### src/rtl/bbf_pkg.sv
package bbf_pkg;

   // What an incoming pixel does to the column extent
   typedef enum logic [1:0] {
      PX_NONE  = 2'd0,  // not the second pixel of a red pair
      PX_INIT  = 2'd1,  // first pair since the box was cleared
      PX_GROW  = 2'd2,  // pair inside the noise window
      PX_NOISE = 2'd3   // pair rejected as noise
   } px_evt_e;

endpackage

### src/rtl/bbf_pair_gate.sv
module bbf_pair_gate
   import bbf_pkg::*;
#(
   parameter int X_W        = 10,
   parameter int CLS_W      = 4,
   parameter int RED_CLASS  = 1,
   parameter int NOISE_DIST = 50,
   parameter bit NOISE_EN   = 1'b1
) (
   input  logic             pix_valid,
   input  logic [CLS_W-1:0] pix_class,
   input  logic [X_W-1:0]   pix_x,
   input  logic             prev_red,
   input  logic             box_init,
   input  logic [X_W-1:0]   xmin,
   input  logic [X_W-1:0]   xmax,
   output logic             is_red,
   output px_evt_e          evt
);

   localparam int XE_W = X_W + 1;
   localparam logic [XE_W-1:0] DIST = XE_W'(NOISE_DIST);
   localparam logic [CLS_W-1:0] RED = CLS_W'(RED_CLASS);

   logic near;
   logic pair;

   assign is_red = pix_valid && (pix_class == RED);
   assign pair   = is_red && prev_red;

   generate
      if (NOISE_EN) begin : g_gate
         logic [XE_W-1:0] xe;
         assign xe   = {1'b0, pix_x};
         assign near = ((xe + DIST) >= {1'b0, xmin}) &&
                       (xe <= ({1'b0, xmax} + DIST));
      end else begin : g_open
         assign near = 1'b1;
      end
   endgenerate

   always_comb begin
      if (!pair)          evt = PX_NONE;
      else if (!box_init) evt = PX_INIT;
      else if (near)      evt = PX_GROW;
      else                evt = PX_NOISE;
   end

endmodule

### src/rtl/bbf_extent.sv
module bbf_extent
   import bbf_pkg::*;
#(
   parameter int X_W = 10,
   parameter int Y_W = 9
) (
   input  logic           clk,
   input  logic           rst_n,
   input  logic           clear,
   input  logic           pix_valid,
   input  logic           row_end,
   input  logic [X_W-1:0] pix_x,
   input  logic [Y_W-1:0] pix_y,
   input  logic           is_red,
   input  px_evt_e        evt,
   output logic           prev_red,
   output logic           box_init,
   output logic [X_W-1:0] xmin,
   output logic [X_W-1:0] xmax,
   output logic           row_done,
   output logic           row_red_now,
   output logic [X_W-1:0] nx_xlo,
   output logic [X_W-1:0] nx_xhi,
   output logic [Y_W-1:0] nx_ylo,
   output logic [Y_W-1:0] nx_yhi
);

   localparam logic [X_W-1:0] X_ONES = '1;
   localparam logic [Y_W-1:0] Y_ONES = '1;

   logic           row_red;
   logic           prev_row_red;
   logic [Y_W-1:0] ymin;
   logic [Y_W-1:0] ymax;
   logic           accepted;

   assign accepted    = (evt == PX_INIT) || (evt == PX_GROW);
   assign row_red_now = row_red || accepted;
   assign row_done    = pix_valid && row_end && !clear;

   always_comb begin
      nx_xlo = xmin;
      nx_xhi = xmax;
      if (evt == PX_INIT) begin
         nx_xlo = pix_x;
         nx_xhi = pix_x;
      end else if (evt == PX_GROW) begin
         if (pix_x < xmin) nx_xlo = pix_x;
         if (pix_x > xmax) nx_xhi = pix_x;
      end
      nx_yhi = pix_y;
      nx_ylo = prev_row_red ? ymin : pix_y;
   end

   always_ff @(posedge clk or negedge rst_n) begin
      if (!rst_n) begin
         prev_red     <= 1'b0;
         box_init     <= 1'b0;
         row_red      <= 1'b0;
         prev_row_red <= 1'b0;
         xmin         <= X_ONES;
         xmax         <= '0;
         ymin         <= Y_ONES;
         ymax         <= '0;
      end else if (clear) begin
         prev_red     <= 1'b0;
         box_init     <= 1'b0;
         row_red      <= 1'b0;
         prev_row_red <= 1'b0;
         xmin         <= X_ONES;
         xmax         <= '0;
         ymin         <= Y_ONES;
         ymax         <= '0;
      end else if (row_done) begin
         prev_red <= 1'b0;
         row_red  <= 1'b0;
         if (row_red_now) begin
            box_init     <= 1'b1;
            prev_row_red <= 1'b1;
            xmin         <= nx_xlo;
            xmax         <= nx_xhi;
            ymin         <= nx_ylo;
            ymax         <= nx_yhi;
         end else begin
            prev_row_red <= 1'b0;
            if (prev_row_red) begin
               box_init <= 1'b0;
               xmin     <= X_ONES;
               xmax     <= '0;
               ymin     <= Y_ONES;
               ymax     <= '0;
            end
         end
      end else if (pix_valid) begin
         prev_red <= is_red;
         row_red  <= row_red_now;
         xmin     <= nx_xlo;
         xmax     <= nx_xhi;
         if (evt == PX_INIT) box_init <= 1'b1;
      end
   end

endmodule

### src/rtl/bbf_decide.sv
module bbf_decide #(
   parameter int X_W = 10,
   parameter int Y_W = 9
) (
   input  logic           clk,
   input  logic           rst_n,
   input  logic           clear,
   input  logic           row_done,
   input  logic           row_red_now,
   input  logic [X_W-1:0] nx_xlo,
   input  logic [X_W-1:0] nx_xhi,
   input  logic [Y_W-1:0] nx_ylo,
   input  logic [Y_W-1:0] nx_yhi,
   input  logic [X_W-1:0] min_width,
   input  logic [Y_W-1:0] min_height,
   output logic           found,
   output logic [X_W-1:0] x_lo,
   output logic [X_W-1:0] x_hi,
   output logic [Y_W-1:0] y_lo,
   output logic [Y_W-1:0] y_hi
);

   localparam int XE_W = X_W + 1;
   localparam int YE_W = Y_W + 1;

   logic [XE_W-1:0] width;
   logic [YE_W-1:0] height;
   logic            hit;

   assign width  = {1'b0, nx_xhi} - {1'b0, nx_xlo} + XE_W'(1);
   assign height = {1'b0, nx_yhi} - {1'b0, nx_ylo} + YE_W'(1);
   assign hit    = row_done && row_red_now &&
                   (width  >= {1'b0, min_width}) &&
                   (height >= {1'b0, min_height});

   always_ff @(posedge clk or negedge rst_n) begin
      if (!rst_n) begin
         found <= 1'b0;
         x_lo  <= '1;
         x_hi  <= '0;
         y_lo  <= '1;
         y_hi  <= '0;
      end else if (clear) begin
         found <= 1'b0;
         x_lo  <= '1;
         x_hi  <= '0;
         y_lo  <= '1;
         y_hi  <= '0;
      end else if (hit) begin
         found <= 1'b1;
         x_lo  <= nx_xlo;
         x_hi  <= nx_xhi;
         y_lo  <= nx_ylo;
         y_hi  <= nx_yhi;
      end
   end

endmodule

### src/rtl/red_ball_box.sv
module red_ball_box
   import bbf_pkg::*;
#(
   parameter int X_W        = 10,
   parameter int Y_W        = 9,
   parameter int CLS_W      = 4,
   parameter int RED_CLASS  = 1,
   parameter int NOISE_DIST = 50,
   parameter bit NOISE_EN   = 1'b1
) (
   input  logic             clk,
   input  logic             rst_n,
   input  logic             frame_start,
   input  logic             pix_valid,
   input  logic [CLS_W-1:0] pix_class,
   input  logic [X_W-1:0]   pix_x,
   input  logic [Y_W-1:0]   pix_y,
   input  logic             row_end,
   input  logic [X_W-1:0]   min_width,
   input  logic [Y_W-1:0]   min_height,
   output logic             ball_found,
   output logic [X_W-1:0]   box_x_lo,
   output logic [X_W-1:0]   box_x_hi,
   output logic [Y_W-1:0]   box_y_lo,
   output logic [Y_W-1:0]   box_y_hi
);

   generate
      if (X_W < 2 || Y_W < 2 || CLS_W < 1)
         $error("red_ball_box: coordinate or class width too small");
      if (RED_CLASS >= (1 << CLS_W))
         $error("red_ball_box: RED_CLASS does not fit CLS_W");
      if (NOISE_DIST < 0 || NOISE_DIST >= (1 << X_W))
         $error("red_ball_box: NOISE_DIST out of range");
   endgenerate

   logic           is_red;
   px_evt_e        evt;
   logic           prev_red;
   logic           box_init;
   logic [X_W-1:0] xmin;
   logic [X_W-1:0] xmax;
   logic           row_done;
   logic           row_red_now;
   logic [X_W-1:0] nx_xlo;
   logic [X_W-1:0] nx_xhi;
   logic [Y_W-1:0] nx_ylo;
   logic [Y_W-1:0] nx_yhi;

   bbf_pair_gate #(
      .X_W(X_W), .CLS_W(CLS_W), .RED_CLASS(RED_CLASS),
      .NOISE_DIST(NOISE_DIST), .NOISE_EN(NOISE_EN)
   ) i_gate (
      .pix_valid(pix_valid && !frame_start),
      .pix_class(pix_class),
      .pix_x    (pix_x),
      .prev_red (prev_red),
      .box_init (box_init),
      .xmin     (xmin),
      .xmax     (xmax),
      .is_red   (is_red),
      .evt      (evt)
   );

   bbf_extent #(.X_W(X_W), .Y_W(Y_W)) i_extent (
      .clk        (clk),
      .rst_n      (rst_n),
      .clear      (frame_start),
      .pix_valid  (pix_valid),
      .row_end    (row_end),
      .pix_x      (pix_x),
      .pix_y      (pix_y),
      .is_red     (is_red),
      .evt        (evt),
      .prev_red   (prev_red),
      .box_init   (box_init),
      .xmin       (xmin),
      .xmax       (xmax),
      .row_done   (row_done),
      .row_red_now(row_red_now),
      .nx_xlo     (nx_xlo),
      .nx_xhi     (nx_xhi),
      .nx_ylo     (nx_ylo),
      .nx_yhi     (nx_yhi)
   );

   bbf_decide #(.X_W(X_W), .Y_W(Y_W)) i_decide (
      .clk        (clk),
      .rst_n      (rst_n),
      .clear      (frame_start),
      .row_done   (row_done),
      .row_red_now(row_red_now),
      .nx_xlo     (nx_xlo),
      .nx_xhi     (nx_xhi),
      .nx_ylo     (nx_ylo),
      .nx_yhi     (nx_yhi),
      .min_width  (min_width),
      .min_height (min_height),
      .found      (ball_found),
      .x_lo       (box_x_lo),
      .x_hi       (box_x_hi),
      .y_lo       (box_y_lo),
      .y_hi       (box_y_hi)
   );

endmodule

### config.mk
export PLATFORM = sky130hd
export DESIGN_NAME = red_ball_box
export DESIGN_NICKNAME = d
export VERILOG_FILES = /design/src/rtl/bbf_pkg.sv /design/src/rtl/bbf_pair_gate.sv /design/src/rtl/bbf_extent.sv /design/src/rtl/bbf_decide.sv /design/src/rtl/red_ball_box.sv
export SDC_FILE = /design/constraint.sdc
export NUM_CORES = 1
export LEC_CHECK = 0
export BUFFER_PORTS_ARGS = -buffer_cell sky130_fd_sc_hd__buf_2
export CORE_MARGIN = 4
export CORE_UTILIZATION = 63
export DETAILED_ROUTE_END_ITERATION = 8
export PLACE_DENSITY_LB_ADDON = 0.05
export SKIP_LAST_GASP = 1
export SLEW_MARGIN = 20
export SYNTH_ARGS = -nofsm -noshare
export SYNTH_HDL_FRONTEND = slang
export SYNTH_SLANG_ARGS = --single-unit
### constraint.sdc
create_clock -name clk -period 16.6 [get_ports clk]
set_clock_uncertainty 0.15 [all_clocks]
set_input_delay 2.49 -clock clk [delete_from_list [all_inputs] [get_ports clk]]
set_output_delay 2.49 -clock clk [all_outputs]
set_load 0.005 [all_outputs]
; ---- Word-level counts from Yosys, hierarchy flattened
; Cells that the tools add are included.
[classes]
add_sub_neg = 6
n_bitwise = 0
n_reduce_logical = 20
magnitude_cmp = 6
n_eq_ne = 4
multipliers = 0
shifts = 0
div = 0
n_mux = 49
[ops]
columns = op, n
row1 = $mux 10, 20
row2 = $mux 9, 9
row3 = $add 10x6->11 const B, 2
row4 = $ge 11x10->1, 2
row5 = $mux 1, 18
row6 = $add 11x1->11 const B, 1
row7 = $le 10x11->1, 1
row8 = $sub 10x10->11, 1
row9 = $add 10x1->10 const B, 1
row10 = $ge 10x9->1, 1
row11 = $gt 10x10->1, 1
row12 = $lt 10x10->1, 1
row13 = $sub 9x9->10, 1
row14 = $logic_and 1x1->1, 9
row15 = $reduce_bool 3->1, 3
row16 = $eq 4x1->1 const B, 1
row17 = $mux 2, 2
row18 = $ne 4x4->1 const B, 1
row19 = $reduce_and 2->1, 2
row20 = $reduce_bool 2->1, 2
row21 = $reduce_and 3->1, 1
row22 = $eq 2x1->1 const B, 1
row23 = $eq 2x2->1 const B, 1
row24 = $logic_or 1x1->1, 2
row25 = $logic_not 1->1, 1
[word_totals]
reg_bits = 72
n_memories = 0
in_bits = 47
ramBits = 0
out_inout_bits = 39
romBits = 0
latch_bits = 0
elab_cells = 97

; ---- Longest topological paths before layout
[depth]
word_depth = 16
mapped_depth = 39
mapped_depth_nobuf = 36

; ---- Cells and area by module
; From an unflattened synthesis, not the netlist that was laid out.
[unflattened]
cells_unflattened = 714
hier_area_um2 = 6465.0
[by_module_without_submodules]
columns = module, seq_area_each_um2, n_inst, area_each_um2, cells_per_inst
row1 = bbf_decide, 999.7, 1, 3370.7, 368
row2 = bbf_extent, 849.6, 1, 2287.2, 243
row3 = bbf_pair_gate, 0.0, 1, 793.3, 102
row4 = red_ball_box, 0.0, 1, 13.8, 1

; ---- Least setup slack after synthesis
; Ideal clock, no wire load.
[synth_path]
path_kind = input-to-reg
startpoint = input port pix_x[3]
endpoint = register i_decide.x_hi[7]
required_time_ns = 16.325
cell_stages = 36
t_arrival_ns = 8.717
n_path_buf = 3
setup_ns = 0.125
slack_ns = 7.608
cell_sequence = clkbuf_2 -> nand3_1 -> nor3b_1 -> nand3b_1 -> xnor2_1 -> ha_1 -> a21o_1 -> a21oi_1 -> o21ai_0 -> a41oi_1 -> o311ai_0 -> ha_1 -> nor3b_1 -> o221ai_1 -> o21a_1 -> buf_2 -> mux2i_1 -> inv_1 -> ha_1 -> inv_1 -> ha_1 -> inv_1 -> fa_1 -> nor2b_1 -> o21ai_0 -> a21boi_0 -> o21ai_0 -> nor2b_1 -> xnor2_1 -> ha_1 -> or4_1 -> a21oi_1 -> a21oi_1 -> o32ai_2 -> buf_4 -> mux2_2
[synth_between]
elab_chain_cells = 15
word_cells_on_any_way = 28
cone_classes = add/sub: 3 / order compare: 5 / eq/ne: 2 / mux: 11 / reduce/logical: 7
[synth_rtl]
columns = item, line_no
row1 = "start, declared", red_ball_box.sv:16  ; input logic [X_W-1:0] pix_x,
row2 = $add 10x6->11, bbf_pair_gate.sv:35  ; assign near = ((xe + DIST) >= {1'b0, xmin}) &&
row3 = $ge 11x10->1, bbf_pair_gate.sv:35
row4 = $logic_and 1x1->1, bbf_pair_gate.sv:35
row5 = $mux 1, bbf_pair_gate.sv:45  ; else if (near) evt = PX_GROW;
row6 = $mux 2, bbf_pair_gate.sv:44  ; else if (!box_init) evt = PX_INIT;
row7 = $mux 2, bbf_pair_gate.sv:43  ; if (!pair) evt = PX_NONE;
row8 = $eq 2x2->1, "bbf_extent.sv:37, bbf_extent.sv:47"
row9 = $mux 10, bbf_extent.sv:47  ; end else if (evt == PX_GROW) begin
row10 = $mux 10, bbf_extent.sv:44  ; if (evt == PX_INIT) begin
row11 = $sub 10x10->11, bbf_decide.sv:30  ; assign width = {1'b0, nx_xhi} - {1'b0, nx_xlo} + XE_W'(1);
row12 = $add 11x1->11, bbf_decide.sv:30
row13 = $ge 11x10->1, bbf_decide.sv:33  ; (width >= {1'b0, min_width}) &&
row14 = $logic_and 1x1->1, bbf_decide.sv:32  ; assign hit = row_done && row_red_now &&
row15 = $logic_and 1x1->1, bbf_decide.sv:33
row16 = $reduce_bool 2->1 (no line), n/a
row17 = "end signal, assigned", bbf_decide.sv:52  ; x_hi <= nx_xhi;
row18 = "end, declared", bbf_decide.sv:18  ; output logic [X_W-1:0] x_hi,
; Several ways; a longest one is shown, not always the timed one. The select of a mux whose other input is x is not followed.
; A chain may end at the register's enable or synchronous reset.

; ---- Worst setup path in the final report
; Same ends and word-level chain as after synthesis.

==> impl_metrics.yaml <==
outcome:
  status: "completed"
critical_path:
  critPathMostFrequentCell: "ha_1"
  cp_num_buf_inv: 5
  worstSetupStartpointType: "primary input"
  critPathArrivalTime_ns: 10.39
  critPathMaxStageDelay_ns: 0.58
  cp_slowest_cell: "o21a_1"
  worstPathRequired_ns: 16.70
  endpoint_kind: "flop"
  path_delay_family: "compound AO/OA/AOI/OAI gates"
  path_class: "primary input to flop"
  cp_max_fo: 23
die:
  die_area_sq_um: 11000
  initial_core_util: 0.645
  die_y_um: 105
  die_w_um: 105
  rows: 35
  io_pins: 86
  coreArea_sq_um: 9200
clocking:
  clock_path_buffers: 2
  numCtsBuffers: 9
  cts_sinks: 72
  htree_levels: 3
  post-cts-setup-buffers: 0
  clk_latency_ns: 0.36
  clockRootBuffer: "clkbuf_8"
  path_clk_slew_ns: 0.08
  cts_resized: 0
  cts_tree: "yes"
  postCtsHoldBufs: 0
logic_synthesis:
  synthArstFlopShare: 1.00
  avgSynthCellArea_sq_um: 9.88
  yosys_warnings: 0
  yosysSeqAreaShare: 0.312
  ys_ff_latch: 72
  synth-edff-count: 0
  syn_area_sq_um: 5930
  synth_cell_type_count: 63
  synth_fp_nets: 746
  netlist_instances: 600
  synth_ff_type: "dfstp_2"
global_route:
  antenna_found_initial: 0
  grt_pass1_wl_mm: 23.2
  grt_pass1_vias: 4750
  grt-ovfl-total: 0
  grt_max_degree: 73
  track_usage: 0.259
placement:
  portBuffers: 85
  routabilityCongestion: 0.899
  dp.final_hpwl_mm: 10.8
  place_area_sq_um: 6420
  dp_cells: 780
job:
  drv_cap: 0
drt:
  firstDrtPassIters: 5
  remaining_drc_errors: 0
  vias_per_cell: 5.95
  routed_wl_mm: 13.7
  drt_iter0_drc: 166
  wire_per_inst_um: 17.2
  vias: 4733
  detail-route-antenna-nets: 0
hold_path:
  hp-class: "flop to flop"
finish:
  postLayoutCellArea_sq_um: 6600
  diodes: 0
  area_delta_synth_final_pct: 11.2
  fillers: 696
  nNetsFinal: 826
  finalNonFillerCells: 796
  layout_commonest_cell: "ha_1"
  drive_gt1_frac: 0.258
  layout_common_cells: "ha_1 (97), buf_2 (85), inv_1 (60), nor2_1 (44), mux2i_1 (42)"
power_and_ir_drop:
  p_per_area_nw_per_um2: 56.4
  p_leak_nw: 3.56
  ir_drop_mv: 0.0460
sta:
  rsz0062_at_grt: "no"
  fmax_ghz: 0.0971
  finalHoldWorstSlack_ns: 0.356
  relSlewSlack: 0.369
  fin_setup_tns_ns: 0
  setup_violations: 0
  worstMarginPinSlew_ns: 0.947
  fin_crit_sh: 0.620
  timing.final.hold_violations: 0
  period_minus_slack_ns: 10.29
  drv_slew: 0
==> metal layers <==
metal	global-route usage	vias to the layer above	part of all wire
met5	0	-	0
met4	0.0590	0	0.012
met3	0.0457	18	0.042
met2	0.420	108	0.48
met1	0.362	2308	0.47
li1	-	2299	-
==> final timing paths <==
path	from	to	slack (ns)	cells past startpoint
worst max-delay path	pix_x[3]	i_decide.x_hi[7]	6.31	35
min in group asynchronous	rst_n	i_extent.xmax[4]	2.15	2
max in group asynchronous	rst_n	i_decide.y_hi[2]	13.51	2
worst min register to register	i_extent.ymin[7]	i_extent.ymin[7]	0.36	2
worst max register to register	i_extent.xmax[1]	i_decide.x_hi[7]	7.93	35
worst min-delay path	i_extent.ymin[7]	i_extent.ymin[7]	0.36	2
==> synthesized netlist by cell type (4+ instances only) <==
master    instances  area share
nand2_1          15      0.0095
nand2b_1         10       0.011
ha_1             97        0.20
dfstp_2          38        0.17
mux2i_1          42       0.071
o22a_1            7       0.010
a31oi_1          10       0.011
mux2_2           21       0.040
dfrtp_1          34        0.14
nand3_1           9      0.0076
xor2_1            7       0.010
a211oi_1          5      0.0063
buf_4             4      0.0051
nor3_1            6      0.0051
clkbuf_1          9      0.0057
a22o_1           10       0.015
nand4_1           8      0.0084
a21o_1           11       0.014
a21oi_1          29       0.024
xnor2_1          20       0.030
nor2b_1          23       0.024
o21ai_0          22       0.019
nor2_1           44       0.028
o21a_1            4      0.0051
inv_1            60       0.038
==> registers in the layout (all words and copies together), names as in the netlist, 9 cells and up <==
register and flops:
i_decide.x_lo 10, i_decide.x_hi 10, i_decide.y_lo 9, i_extent.xmin 10, i_extent.ymin 9, i_decide.y_hi 9
i_extent.xmax 10
==> final cells by class <==
cell class,count,area [sq um],area share
tap,111,139,0.0211
inverter,60,225,0.0341
clock inverter,6,45.0,0.00683
clock buffer,10,128,0.0194
timing repair buffer,88,448,0.0679
sequential,72,1850,0.280
multi-input combinational,449,3760,0.570
==> worst reg2reg max path: cells and delay by family (launching register included) <==
family	cells	cell delay (ns)
compound gates	12	2.55
simple gates	9	1.98
fa+ha+maj	6	1.71
mux	2	0.76
buf+inv	4	0.69
flops	1	0.47
xor+xnor	2	0.26
==> kinds of logic (layout without fill, tap and decap cells) <==
group	Yosys count	count (layout)	synth area share
AND/OR/NAND/NOR	131	131	0.114
AO/OA/AOI/OAI	124	124	0.145
adder cells (fa/ha/maj)	99	99	0.211
buffers and inverters	79	164	0.0557
flip-flops	72	72	0.312
multiplexers	68	68	0.122
XOR/XNOR	27	27	0.0399
==> report_power, final <==
part,switching [mW],internal (mW),leakage (nW)
Sequential,0.000333,0.176,0.873
Clock,0.0716,0.0550,0.0842
Combinational,0.0413,0.0275,2.60
Total,0.113,0.259,3.56
==> through the flow <==
stage | utilization | total power, mW | setup slack [ns]
floorplan | - | 0.223 | 7.61
global placement | 0.698 | 0.245 | 6.39
detailed placement | 0.698 | 0.248 | 6.02
CTS | 0.717 | 0.375 | 6.39
global route | 0.717 | 0.393 | 5.71
finish | 0.717 | 0.372 | 6.31
Power figures use the tool's default switching activity.
